## src/rtl/br_res_pkg.sv

```systemverilog
package br_res_pkg;
  // Short-form codes equal the low nibble of byte 0.
  typedef enum logic [3:0] {
    CND_LT = 4'd0, CND_GT = 4'd1, CND_GE = 4'd2, CND_LE = 4'd3,
    CND_CS = 4'd4, CND_HI = 4'd5, CND_CC = 4'd6, CND_LS = 4'd7,
    CND_EQ = 4'd8, CND_NE = 4'd9, CND_RA = 4'd10,
    CND_VC = 4'd11, CND_VS = 4'd12, CND_NC = 4'd13, CND_NS = 4'd14,
    CND_NONE = 4'd15
  } cond_e;

  localparam logic [7:0] SHORT_ROW   = 8'hC0;
  localparam logic [7:0] SHORT_LAST  = 8'hCA;
  localparam logic [7:0] LONG_PFX    = 8'hF8;
  localparam logic [5:0] LONG_ROW    = 6'b111010;

  typedef struct packed {
    logic flag_z;
    logic flag_n;
    logic flag_c;
    logic flag_v;
  } flags_t;
endpackage

```

## src/rtl/br_decode.sv

```systemverilog
module br_decode
  import br_res_pkg::*;
#(
  parameter int OPW = 8
) (
  input  logic [OPW-1:0] op0_i,
  input  logic [OPW-1:0] op1_i,
  input  logic [OPW-1:0] op2_i,
  output cond_e          cond_o,
  output logic           is_br_o,
  output logic           long_o,
  output logic [OPW-1:0] disp_o
);
  logic short_hit, long_hit;

  assign short_hit = (op0_i[OPW-1:4] == SHORT_ROW[7:4]) && (op0_i[3:0] <= SHORT_LAST[3:0]);
  assign long_hit  = (op0_i == LONG_PFX) && (op1_i[OPW-1:2] == LONG_ROW);

  always_comb begin
    cond_o = CND_NONE;
    if (short_hit)     cond_o = cond_e'(op0_i[3:0]);
    else if (long_hit) cond_o = cond_e'(4'd11 + {2'b00, op1_i[1:0]});
  end

  assign is_br_o = short_hit | long_hit;
  assign long_o  = long_hit;
  assign disp_o  = long_hit ? op2_i : op1_i;
endmodule

```

## src/rtl/br_cond_eval.sv

```systemverilog
module br_cond_eval
  import br_res_pkg::*;
(
  input  cond_e  cond_i,
  input  flags_t flags_i,
  output logic   taken_o
);
  logic lt, le, ls;

  assign lt = flags_i.flag_n ^ flags_i.flag_v;
  assign le = flags_i.flag_z | lt;
  assign ls = flags_i.flag_c | flags_i.flag_z;

  always_comb begin
    unique case (cond_i)
      CND_LT:  taken_o = lt;
      CND_GT:  taken_o = ~le;
      CND_GE:  taken_o = ~lt;
      CND_LE:  taken_o = le;
      CND_CS:  taken_o = flags_i.flag_c;
      CND_HI:  taken_o = ~ls;
      CND_CC:  taken_o = ~flags_i.flag_c;
      CND_LS:  taken_o = ls;
      CND_EQ:  taken_o = flags_i.flag_z;
      CND_NE:  taken_o = ~flags_i.flag_z;
      CND_RA:  taken_o = 1'b1;
      CND_VC:  taken_o = ~flags_i.flag_v;
      CND_VS:  taken_o = flags_i.flag_v;
      CND_NC:  taken_o = ~flags_i.flag_c;
      CND_NS:  taken_o = flags_i.flag_n;
      default: taken_o = 1'b0;
    endcase
  end
endmodule

```

## src/rtl/br_target.sv

```systemverilog
module br_target #(
  parameter int AW  = 32,
  parameter int OPW = 8
) (
  input  logic [AW-1:0]  pc_i,
  input  logic [OPW-1:0] disp_i,
  input  logic           long_i,
  input  logic           taken_i,
  output logic [AW-1:0]  target_o
);
  localparam int EXT = AW - OPW;

  logic [AW-1:0] disp_ext, step;

  assign disp_ext = {{EXT{disp_i[OPW-1]}}, disp_i};
  // Non-branches reuse the short fall-through step.
  assign step     = taken_i ? disp_ext : (long_i ? AW'(3) : AW'(2));
  assign target_o = pc_i + step;
endmodule

```

## src/rtl/branch_resolver.sv

```systemverilog
module branch_resolver
  import br_res_pkg::*;
#(
  parameter int AW  = 32,
  parameter int OPW = 8
) (
  input  logic           clk_i,
  input  logic           rst_ni,
  input  logic           valid_i,
  input  logic [OPW-1:0] op0_i,
  input  logic [OPW-1:0] op1_i,
  input  logic [OPW-1:0] op2_i,
  input  logic [AW-1:0]  pc_i,
  input  logic           flag_z_i,
  input  logic           flag_n_i,
  input  logic           flag_c_i,
  input  logic           flag_v_i,
  output logic           valid_o,
  output logic           is_branch_o,
  output logic           taken_o,
  output logic [AW-1:0]  target_o
);
  cond_e          cond;
  logic           is_br, long_f, cond_true, taken;
  logic [OPW-1:0] disp;
  logic [AW-1:0]  target;
  flags_t         flags;

  assign flags = '{flag_z: flag_z_i, flag_n: flag_n_i, flag_c: flag_c_i, flag_v: flag_v_i};

  br_decode #(.OPW(OPW)) u_dec (
    .op0_i  (op0_i),
    .op1_i  (op1_i),
    .op2_i  (op2_i),
    .cond_o (cond),
    .is_br_o(is_br),
    .long_o (long_f),
    .disp_o (disp)
  );

  br_cond_eval u_cond (
    .cond_i (cond),
    .flags_i(flags),
    .taken_o(cond_true)
  );

  assign taken = is_br & cond_true;

  br_target #(.AW(AW), .OPW(OPW)) u_tgt (
    .pc_i    (pc_i),
    .disp_i  (disp),
    .long_i  (long_f),
    .taken_i (taken),
    .target_o(target)
  );

  always_ff @(posedge clk_i or negedge rst_ni) begin
    if (!rst_ni) begin
      valid_o     <= 1'b0;
      is_branch_o <= 1'b0;
      taken_o     <= 1'b0;
      target_o    <= '0;
    end else begin
      valid_o <= valid_i;
      if (valid_i) begin
        is_branch_o <= is_br;
        taken_o     <= taken;
        target_o    <= target;
      end
    end
  end
endmodule

```

## config.mk

```make
export PLATFORM = sky130hd
export DESIGN_NAME = branch_resolver
export DESIGN_NICKNAME = d
export VERILOG_FILES = /design/src/rtl/br_res_pkg.sv /design/src/rtl/br_decode.sv /design/src/rtl/br_cond_eval.sv /design/src/rtl/br_target.sv /design/src/rtl/branch_resolver.sv
export SDC_FILE = /design/constraint.sdc
export NUM_CORES = 1
export LEC_CHECK = 0
export CORE_UTILIZATION = 30
export CTS_BUF_LIST = sky130_fd_sc_hd__clkbuf_16
export CTS_CLUSTER_SIZE = 8
export DETAILED_ROUTE_END_ITERATION = 10
export HOLD_SLACK_MARGIN = 0.06
export SLEW_MARGIN = 20
export SYNTH_ARGS = -nofsm -noshare
export SYNTH_HDL_FRONTEND = slang
export SYNTH_SLANG_ARGS = --single-unit
export TNS_END_PERCENT = 30
```

## constraint.sdc

```tcl
create_clock -name clk_i -period 1.4 [get_ports clk_i]
set_input_delay 0.14 -clock clk_i [delete_from_list [all_inputs] [get_ports clk_i]]
set_output_delay 0.14 -clock clk_i [all_outputs]
set_load 0.1 [all_outputs]
```

; Word level (Yosys, flattened, before mapping)
; Cells that the tools add are included.
[classes]
n_addsub = 2
n_bitwise = 11
n_mux = 6
magnitude_cmp = 1
n_reduce_logical = 4
eq_ne = 17
[op_table]
columns = cell, count
row1 = adder 32 bit, 1
row2 = == test 4 bit (second input constant), 8
row3 = two-way mux 32 bit, 1
row4 = == test 4 x 3 -> 1 bit (second input constant), 4
row5 = case mux 1 bit (14 select lines), 1
row6 = == test 4 x 2 -> 1 bit (second input constant), 2
row7 = == test 8 bit (second input constant), 1
row8 = two-way mux 4 bit, 2
row9 = two-way mux 8 bit, 1
row10 = == test 6 bit (second input constant), 1
row11 = inverter 1 bit, 6
row12 = adder 4 x 2 -> 4 bit (first input constant), 1
row13 = == test 4 x 1 -> 1 bit (second input constant), 1
row14 = <= comparator 4 bit (second input constant), 1
row15 = zero test 4 bit, 1
row16 = OR 1 bit, 3
row17 = logical AND 1 bit, 2
row18 = OR reduction 2 bit, 1
row19 = AND 1 bit, 1
row20 = two-way mux 1 bit, 1
row21 = bitwise XOR 1 bit, 1
[totals]
output_inout_bits = 35
in_bits = 63
elab_cells = 45
reg_bits = 35

; Logic depth before layout (Yosys ltp)
; Gate-level depths: netlist of run 1.
[depth]
ltp_word = 10
mapped_depth = 20
depth_no_buf = 20

; By module
; A second synthesis of run 1 with hierarchy kept.
[unflattened]
hier_cells = 410
hier_area_um2 = 3727.3
[by_module_without_submodules]
columns = module, cells_each, seq_area_each_um2, area_each_um2, instances
row1 = br_target, 274, 0.0, 1801.7, 1
row2 = branch_resolver, 74, 875.8, 1448.9, 1
row3 = br_decode, 30, 0.0, 265.3, 1
row4 = br_cond_eval, 32, 0.0, 211.5, 1

; Worst setup path before layout of run 1
; OpenSTA, ideal clock, no wires.
[synth_path]
path_type = input to register
from = in op0_i[3]
to = reg target_o[30]
stages = 18
setup_time_ps = 95
arrival_ps = 4279
t_required_ps = 1305
setup_slack_ps = -2975
n_path_buf = 1
path_cell_list = buf_4 -> nand4bb_4 -> nor4_4 -> mux2_2 -> a22oi_1 -> nand3_1 -> a21boi_2 -> a21oi_1 -> ha_1 -> fa_1 -> a21oi_1 -> o22ai_1 -> a211o_1 -> a221oi_2 -> o31ai_1 -> o41a_1 -> o21a_1 -> o31ai_1
[synth_via]
elab_chain_len = 10
word_cells_on_any_way = 29
classes_between = add/sub: 1 / order compare: 1 / eq/ne: 15 / mux: 6 / bitwise: 2 / reduce/logical: 4
[synth_rtl]
columns = item, line
row1 = "start, declared", branch_resolver.sv:10  ; input logic [OPW-1:0] op0_i,
row2 = == test 8 bit, br_decode.sv:17  ; assign long_hit = (op0_i == LONG_PFX) && (op1_i[OPW-1:2] == LONG_ROW);
row3 = logical AND 1 bit, br_decode.sv:17
row4 = two-way mux 4 bit, br_decode.sv:22  ; else if (long_hit) cond_o = cond_e'(4'd11 + {2'b00, op1_i[1:0]});
row5 = two-way mux 4 bit, br_decode.sv:21  ; if (short_hit) cond_o = cond_e'(op0_i[3:0]);
row6 = == test 4 x 3 -> 1 bit / == test 4 bit (equally long branches), br_cond_eval.sv:15  ; unique case (cond_i)
row7 = OR reduction 2 bit (no line), n/a
row8 = case mux 1 bit (14 select lines), br_cond_eval.sv:15
row9 = AND 1 bit, branch_resolver.sv:47  ; assign taken = is_br & cond_true;
row10 = two-way mux 32 bit *, br_target.sv:17  ; assign step = taken_i ? disp_ext : (long_i ? AW'(3) : AW'(2));
row11 = adder 32 bit *, br_target.sv:18  ; assign target_o = pc_i + step;
row12 = "end signal, assigned", branch_resolver.sv:68  ; target_o <= target;
row13 = "end, declared", branch_resolver.sv:21  ; output logic [AW-1:0] target_o
; Mark *: on every way between the ends. The rest lies on a longest branch, timed or not.
; A chain may end at the register's enable or synchronous reset.

; Worst setup path after layout of run 1
[layout_path]
from = in op0_i[0]
to = reg target_o[28]
; The elaborated chain is that of the path after synthesis.

==> reports/results.txt, run 1 <==
Status = finished, violations left
Failing checks = negative setup slack
XOR/XNOR Fraction of Synth Area = 7.51%
Crit path DAT = 4270 ps
RSZ-0062 raised after global routing = true
Final WS setup = -2690 ps
Syn_nets = 476
DP Area = 5850 sq um
WL final = 12400 um
Net Sw Power = 1.73 mW
Share of cells above drive strength 1 = 48.7%
Post-Synth Simple-Gate Area = 17.3%
Pin count of the biggest net entering global routing = 36
Flops & latches, synth = 35
Yosys top cell area share = 25.4%
Fin nets = 712
Synth warn = 0
Height of the die = 109 um
FFs w/ async S/R, synth = 100%
Mux contribution to synthesized area = 8.49%
CP Class = input port to register
Number of I/O pins = 98
Startpoint types = input port
Total track usage = 21.2%
Library cells used by synthesis = 68
Internal = 2.83 mW
Initial antenna violation count = 0
Clk root buf = clkbuf_16
Switching part of the total power = 37.9%
Die W = 109 um
Clock skew = 0 ps
Clock tree from TritonCTS = built
Max_cap viols = 0
Drt first pass iters = 6
Top post-synthesis cells by area = dfrtp_1 25%, ha_1 12%, mux2_2 8.5%, xnor2_1 4.8%, a21oi_1 4.8%
Via Count = 3947
Combinational family with the most area after synthesis = compound AO/OA/AOI/OAI gates
Data required, critical path = 1580 ps
Seq/Total Area, Yosys = 25.4%
Final period util = 292%
Cell with the most instances after synthesis = dfrtp_1
RePlAce Congestion = 0.891
Vias in the first global route = 4132
Placed insts = 726
Die ar. = 11900 sq um
CP Max Fanout = 5
Flop2flop setup slack = 580 ps
Hold_ws = 461 ps
Final setup viols = 33
Drt wl/cell = 16.4 um
Top FF cell, synth = dfrtp_1
DRT antenna net count = 0
Hold Path Class = input port to asynchronous set/reset pin
Mapped Avg Cell Area = 9.07 sq um
Max Slew Vio Count = 0
Worst-Margin Slew = 577 ps
Synth cell count leaders = 35 x dfrtp_1, 33 x a21oi_1, 32 x ha_1, 26 x mux2_2
Final instance area = 6580 sq um
Clk_lat worst skew = 270 ps
Sequential power share = 26.8%
CTS Buffer Depth = 2
VDD IR-drop max = 0.416 mV
Core ar. = 11000 sq um
Synth Cell Area = 3450 sq um
H-tree depth = 2
First-pass GRT wire length = 19800 um
Clock period minus worst slack = 4090 ps
Post-synth top area cell = dfrtp_1
Critical Path End Type = register
Number of flops mapped to enable cells by yosys = 0
Syn Inst Count = 380
N_diodes = 0
Buffers on Ports = 97
Final hold violation count = 0
Initial drt markers = 182
Non-Filler Instances = 756
PD cells = 694 nW/um^2
Leak = 3.05 nW
DRC Markers = 0
Comb pwr share = 45.7%
Area delta synth->final = 91.0%
Initial core utilization = 31.3%
Maximum clock rate = 245 MHz
Synth Area in Adders = 12.2%
Compound-cell area share of the yosys netlist = 25.7%
GR Overflow Total = 0
Fillers = 904
Worst-path clk slew = 60 ps
Clk pwr share = 27.4%
Worst slew margin = 61.1%
Row count = 38
TritonCTS buffer count = 5
Clock Sinks = 35
Vias per inst = 5.22
Hpwl dp = 9320 um
DP Worst Slack = -3430 ps
[worst max-delay path, stage by stage]
cell	delay, ps
buf_6	90
nand4bb_4	230
nor4_4	280
buf_6	170
nor4_4	40
o31a_2	340
o211ai_1	270
a21boi_4	120
a21oi_2	150
a21oi_2	40
ha_2	200
fa_2	400
a21oi_2	190
o22ai_2	90
a211o_1	340
buf_6	160
a22oi_2	180
a2111oi_2	100
o31a_1	280
o21a_1	190
o31ai_1	240
[layout make-up]
class	instances	area, sq um	share of cell area, %
timing repair buffer	242	2430	36.8
clock buffer	5	125	1.90
multi-input combinational	317	2890	43.9
inverter	15	56.3	0.855
tap	140	175	2.66
sequential	35	876	13.3
clock inverter	2	33.8	0.513
[power groups by stage]
stage | logic, mW | registers [mW] | clock network, mW
2_1_floorplan | 0.354 | 1.92 | 0
3_3_place_gp | 1.97 | 1.24 | 0
3_5_place_dp | 1.99 | 1.24 | 0
4_1_cts | 2.06 | 1.23 | 1.28
5_1_grt | 2.17 | 1.24 | 1.32
6_report | 2.09 | 1.23 | 1.25
[cell families (layout without fill, tap and decap cells)]
kind of cell | Yosys count | after routing
xor gates and xnor gates | 28 | 28
and+or+nand+nor | 103 | 103
muxes | 26 | 26
buffers and inverters | 28 | 264
DFF | 35 | 35
adders and majority gates | 33 | 33
AOI/OAI and AO/OA | 127 | 127
[cell usage in the layout (no fill, tap or decap), types with 3 or more instances in the layout]
cell	synthesis	routed
and4_1	3	3
ha_1	32	25
clkbuf_16	0	5
clkdlybuf4s50_1	0	45
a21oi_2	0	11
ha_4	0	6
o21ai_1	0	5
mux2_2	26	15
xnor2_1	19	17
o21ai_0	19	11
nand3_2	0	3
o31ai_1	4	3
nor3_1	8	7
a211oi_1	6	3
nor2_1	24	23
a211oi_2	0	3
buf_6	1	15
buf_4	1	131
xor2_1	8	8
dfrtp_1	35	35
o21bai_1	5	5
buf_12	0	36
mux2_4	0	11
a21o_1	13	13
nand2_1	24	23
buf_2	1	11
o21a_1	4	4
nand4bb_4	1	3
o211ai_1	6	6
nand3_1	8	5
a21oi_1	33	22
inv_1	15	13
inv_2	0	3
nand2b_1	3	3
a41oi_2	0	3
nand4_1	6	6
o21ai_2	0	3
[path summary, 6_finish.rpt]
kind | start | end | cells past startpoint
setup reg to reg | target_o[26] | target_o[26] | 1
max in group asynchronous | rst_ni | target_o[31] | 3
min in group clk_i | op1_i[0] | target_o[0] | 6
hold reg to reg | target_o[30] | target_o[30] | 2
setup / recovery | op0_i[0] | target_o[28] | 21
hold / removal | rst_ni | target_o[19] | 3
[sequential cells by signal (all words and copies together) (netlist names)]
name and flops:
is_branch_o 1, taken_o 1, target_o 32, valid_o 1
[through the flow]
stage               setup TNS (ps)  power (mW)  utilization, %
detailed placement          -93450        3.23            53.1
global route                -77740        4.72            59.7
CTS                         -70750        4.57            58.7
finish                      -71550        4.57            59.7
floorplan                   -68360        2.27               -
global placement            -91990        3.21            53.1
[timing repair]
item / CTS / global route
hold buffers: 1 / 0
endpoints found under the hold margin: 35 / 0
setup endpoints to repair: 34 / 33
resized for setup: 136 / 24
setup buffers: 21 / 2
pin swaps: 50 / 14
[layer usage]
metal	part of all wire (%)	routed length (um)	vias to the layer above	global-route usage (%)
met3	5.4	674	24	3.05
met5	0	0	-	0
met1	42	5210	1890	25.6
met4	2.7	331	0	7.43
met2	50	6200	114	37.9
li1	-	-	1919	-
No activity file was read; power rests on OpenSTA's default activity.
==> run 2, diff against run 1 <==
CORE_ASPECT_RATIO = 1.1   (was not set)
==> reports/results.txt, run 2 (synthesized netlist as in run 1, its figures left out) <==
Status = finished, violations left
Failing checks = negative setup slack
H-tree depth = 2 (unchanged)
Data required, critical path = 1560 ps (-20 ps)
Util after Layout = 59.6% (-0.11 points)
Max reg flops = 32 (unchanged)
Largest Register = target_o
Final hold violation count = 0 (unchanged)
Initial drt markers = 146 (-20%)
DRT antenna net count = 0 (unchanged)
Initial core utilization = 31.2% (-0.085 points)
Final period util = 289% (-3.4 points)
Final setup viols = 33 (unchanged)
Max_cap viols = 0 (unchanged)
Commonest non-fill, non-tap cell in the layout = buf_4
Sequential Area = 876 sq um (unchanged)
Pin count of the biggest net entering global routing = 36 (unchanged)
N_diodes = 0 (unchanged)
Height of the die = 114 um (+4.8%)
Total track usage = 19.9% (-1.3 points)
Drt first pass iters = 4 (-2)
TNS Setup = -72530 ps (-985 ps)
Share of cells above drive strength 1 = 48.1% (-0.55 points)
Multi-input logic area = 2880 sq um (-0.30%)
Clk root buf = clkbuf_16
VDD IR-drop max = 0.475 mV (+14%)
CP Class = input port to register
RSZ-0062 raised after global routing = true
WL final = 12100 um (-2.4%)
Vias in the first global route = 4105 (-0.65%)
Worst slew margin = 68.5% (+7.4 points)
TritonCTS buffer count = 5 (unchanged)
PD cells = 660 nW/um^2 (-4.8%)
Clock period minus worst slack = 4040 ps (-47.7 ps)
Final WS setup = -2640 ps (+47.7 ps)
Row count = 40 (+5.3%)
Core ar. = 11100 sq um (+0.27%)
Die ar. = 11900 sq um (about the same)
Leak = 3.03 nW (-0.85%)
Crit path DAT = 4200 ps (-70 ps)
Area delta synth->final = 91.2% (about the same)
Die W = 104 um (-4.6%)
First-pass GRT wire length = 19200 um (-2.8%)
Buffers on Ports = 97 (unchanged)
Via Count = 3901 (-1.2%)
Clock Sinks = 35 (unchanged)
Worst-path clk slew = 60 ps (about the same)
Clock skew = 0 ps (unchanged)
Startpoint types = input port
Fin nets = 716 (+0.56%)
Max Slew Vio Count = 0 (unchanged)
CP Max Fanout = 5 (unchanged)
Hpwl dp = 9020 um (-3.2%)
Placed insts = 731 (+0.69%)
RePlAce Congestion = 0.959 (+7.6%)
Hold Path Class = input port to asynchronous set/reset pin
Worst-Margin Slew = 472 ps (-105 ps)
Non-Filler Instances = 768 (+1.6%)
Vias per inst = 5.08 (-2.7%)
Fillers = 904 (unchanged)
Clock tree from TritonCTS = built
Drt wl/cell = 15.8 um (-3.9%)
DRC Markers = 0 (unchanged)
Maximum clock rate = 247 MHz (+1.2%)
GR Overflow Total = 0 (unchanged)
Flop2flop setup slack = 560 ps (-20 ps)
Clk_lat worst skew = 270 ps (about the same)
Most frequent cells in the layout = 136 x buf_4, 45 x clkdlybuf4s50_1, 37 x buf_12
Number of I/O pins = 98 (unchanged)
Critical Path End Type = register
CTS Buffer Depth = 2 (unchanged)
Initial antenna violation count = 0 (unchanged)
[run 2: repair_timing]
| item | in CTS | in global routing |
|---|---|---|
| setup endpoints to repair | 34 | 33 |
| resized for setup | 109 | 25 |
| hold buffers | 1 | 0 |
| pin swaps | 49 | 18 |
| setup buffers | 19 | 9 |
| hold endpoints to repair | 35 | 0 |
[run 2: layout make-up]
class | count | area share (%)
Timing Repair Buffer | 246 | 37.2
Clock inverter | 3 | 0.190
Inverter | 15 | 0.854
Sequential cell | 35 | 13.3
Tap cell | 147 | 2.79
Multi-Input combinational cell | 317 | 43.7
Clock buffer | 5 | 1.90
[run 2: per-stage QoR]
stage | setup slack (ps) | cell area, sq um | hold slack (ps) | power (mW)
after floorplan | -2780 | 3500 | -156 | 2.27
after global placement | -3300 | 5850 | 217 | 3.21
after detailed placement | -3470 | 5850 | 217 | 3.22
after CTS | -2700 | 6360 | 458 | 4.35
after global routing | -2850 | 6590 | 492 | 4.54
final | -2640 | 6590 | 444 | 4.35
[run 2: report_power, final]
| group | switching, mW | internal (mW) |
|---|---|---|
| clock network | 0.422 | 0.643 |
| registers | 0.114 | 1.11 |
| logic | 1.17 | 0.887 |
[run 2: path summary, 6_finish.rpt]
path,startpoint,end,cells past startpoint
min in group clk_i,op1_i[0],target_o[0],6
max in group asynchronous,rst_ni,target_o[0],3
worst min-delay path,rst_ni,target_o[20],3
worst min register to register,target_o[7],target_o[7],2
worst max register to register,target_o[26],target_o[26],1
worst max-delay path,op0_i[0],target_o[29],21
[run 2: critical path, stage by stage]
cell and delay (ps):
buf_6 90, nand4bb_4 240, nor4_4 320, buf_6 170
nor4_4 40, o31a_2 350, o211ai_1 280, a21boi_4 120
buf_4 170, nor2b_4 130, ha_4 280, buf_6 90
o211ai_1 120, o211ai_1 260, a41oi_2 150, buf_4 170
o31a_1 310, nand4b_1 260, a31oi_2 260, xnor2_1 140
a21oi_1 80
[run 2: per-layer routing]
metal	vias up	part of all wire, %	global-route usage (%)
li1	1929	-	-
met1	1851	42	23.4
met2	99	51	37.1
met3	22	3.9	2.33
met4	0	2.9	7.52
met5	-	0	0
==> run 3, diff against run 2 <==
clock period = 3.3 ns   (was 1.4 ns; I/O delays follow)
==> reports/results.txt, run 3 (synthesized netlist as in run 1, its figures left out) <==
Status = finished, violations left
Failing checks = negative setup slack
Final instance area = 6300 sq um (-4.4%)
Worst-path clk slew = 60 ps (about the same)
DRC Markers = 0 (unchanged)
Vias in the first global route = 4224 (+2.9%)
Number of I/O pins = 98 (unchanged)
Core ar. = 11100 sq um (unchanged)
Pin count of the biggest net entering global routing = 36 (unchanged)
Critical Path End Type = register
Vias per inst = 5.20 (+2.4%)
Fin nets = 710 (-0.84%)
Final period util = 130%
Hpwl dp = 9270 um (+2.7%)
CTS Buffer Depth = 2 (unchanged)
Final WS setup = -992 ps (+1650 ps)
CP Max Fanout = 5 (unchanged)
GR Overflow Total = 0 (unchanged)
Commonest non-fill, non-tap cell in the layout = buf_4
Leak = 2.78 nW (-8.2%)
Clk root buf = clkbuf_16
Drt first pass iters = 4 (unchanged)
Critical Path, Cell by Cell = buf_6 > nand4bb_4 > nor4_4 > buf_6 > mux2_4 > a22oi_2 > nand3_2 > a21boi_4 > buf_6 > a21oi_2 > ha_2 > fa_2 > a21oi_4 > o22ai_2 > a211o_1 > a221oi_4 > o31ai_2 > o41a_1 > o21a_1 > o31ai_1
WL final = 12500 um (+3.2%)
Clock skew = 0 ps (unchanged)
Slowest CP cell = fa_2
Initial core utilization = 31.2% (unchanged)
Maximum clock rate = 233 MHz
DP Area = 5490 sq um (-6.2%)
H-tree depth = 2 (unchanged)
Data required, critical path = 3490 ps (+1930 ps)
Clock Sinks = 35 (unchanged)
VDD IR-drop max = 0.262 mV (-45%)
Clk_lat worst skew = 280 ps (about the same)
Height of the die = 114 um (unchanged)
Initial antenna violation count = 0 (unchanged)
Die W = 104 um (unchanged)
First-pass GRT wire length = 19600 um (+1.7%)
Clock tree from TritonCTS = built
PD cells = 276 nW/um^2 (-58%)
CP max stage delay = 370 ps (+20 ps)
Hold Path Class = input port to asynchronous set/reset pin
Row count = 40 (unchanged)
Cts hold-fix bufs = 0 (-1)
Die ar. = 11900 sq um (unchanged)
Total track usage = 20.2% (+0.28 points)
Worst slew margin = 30.2% (-38 points)
Clock period minus worst slack = 4290 ps
CP Class = input port to register
Worst path most repeated cell = buf_6
Most frequent cells in the layout = 132 x buf_4, 80 x clkdlybuf4s50_1, 35 x dfrtp_1
Max Slew Vio Count = 0 (unchanged)
Startpoint types = input port
Worst-Margin Slew = 1040 ps (+571 ps)
Area delta synth->final = 82.7%
N_diodes = 0 (unchanged)
Buffers on Ports = 97 (unchanged)
Non-Filler Instances = 761 (-0.91%)
Share of cells above drive strength 1 = 44.8% (-3.4 points)
Max_cap viols = 0 (unchanged)
Initial drt markers = 154 (+5.5%)
Largest Register = target_o
Critical path's top delay family = compound AO/OA/AOI/OAI gates
WP buf/inv = 3 (-2)
DRT antenna net count = 0 (unchanged)
RSZ-0062 raised after global routing = true
Max reg flops = 32 (unchanged)
TritonCTS buffer count = 5 (unchanged)
Crit path DAT = 4480 ps (+280 ps)
Fillers = 967 (+7.0%)
Final hold violation count = 0 (unchanged)
Placed insts = 731 (unchanged)
Drt wl/cell = 16.4 um (+4.2%)
Via Count = 3960 (+1.5%)
RePlAce Congestion = 0.867 (-9.6%)
Final setup viols = 26 (-21%)
run 3: cell types whose count changed in the layout (fill, tap and decap cells not counted), moves of 2 or more:
cell,previous run,this run
a21oi_1,25,19
a21oi_2,7,10
a21oi_4,1,4
buf_12,37,1
buf_4,136,132
clkdlybuf4s50_1,45,80
ha_1,25,18
ha_4,6,12
inv_1,16,13
mux2_2,18,21
mux2_4,8,5
o21ai_0,15,13
o21ai_1,2,4
run 3: through the flow:
step | worst slack (ps) | TNS [ps] | utilization, % | power [mW] | hold slack, ps
6_report | -992 | -19000 | 56.9 | 1.74 | 149
3_5_place_dp | -1730 | -39040 | 49.6 | 1.24 | 485
5_1_grt | -1190 | -23480 | 56.9 | 1.80 | 223
2_1_floorplan | -1070 | -14540 | - | 0.965 | 34.4
4_1_cts | -1000 | -18580 | 53.9 | 1.73 | 181
3_3_place_gp | -1650 | -36650 | 49.6 | 1.24 | 468
run 3: area by class of cell:
type	instances	area, sq um	area share [%]
Sequential cell	35	876	13.9
Tap cell	147	184	2.92
Clock buffer	5	125	1.99
Timing Repair Buffer	239	2030	32.2
Clock inverter	2	8.76	0.139
Multi-Input combinational cell	318	3020	47.9
Inverter	15	56.3	0.894
run 3: final timing paths:
check                        startpoint  depth (start not counted)  slack [ps]           end
min                              rst_ni                          1         150  target_o[12]
max reg2reg                target_o[24]                          1        2520  target_o[24]
max                            op0_i[0]                         20        -990  target_o[30]
min reg2reg                 target_o[7]                          2         490   target_o[7]
min in group clk_i          target_o[7]                          2         490   target_o[7]
max in group asynchronous        rst_ni                          1        2620   is_branch_o
run 3: timing repair:
item                                    CTS  global route
endpoints found under the setup margin   31            28
cloned                                    0             1
buffers inserted                         12            11
pin swaps                                48            21
gates resized for setup                 119            46
run 3: layer usage:
layer | part of all wire [%] | track usage [%] | vias up
met3 | 3.3 | 1.99 | 23
met1 | 42 | 23.3 | 1908
met4 | 2.5 | 6.57 | 0
met5 | 0 | 0 | -
li1 | - | - | 1923
met2 | 52 | 39.0 | 106
run 3: power breakdown:
part / internal, mW / total, mW / switching (mW) / leakage (nW)
Combinational: 0.279 / 0.781 / 0.502 / 2.30
Sequential: 0.472 / 0.496 / 0.0237 / 0.412
Clock: 0.272 / 0.461 / 0.189 / 0.0671
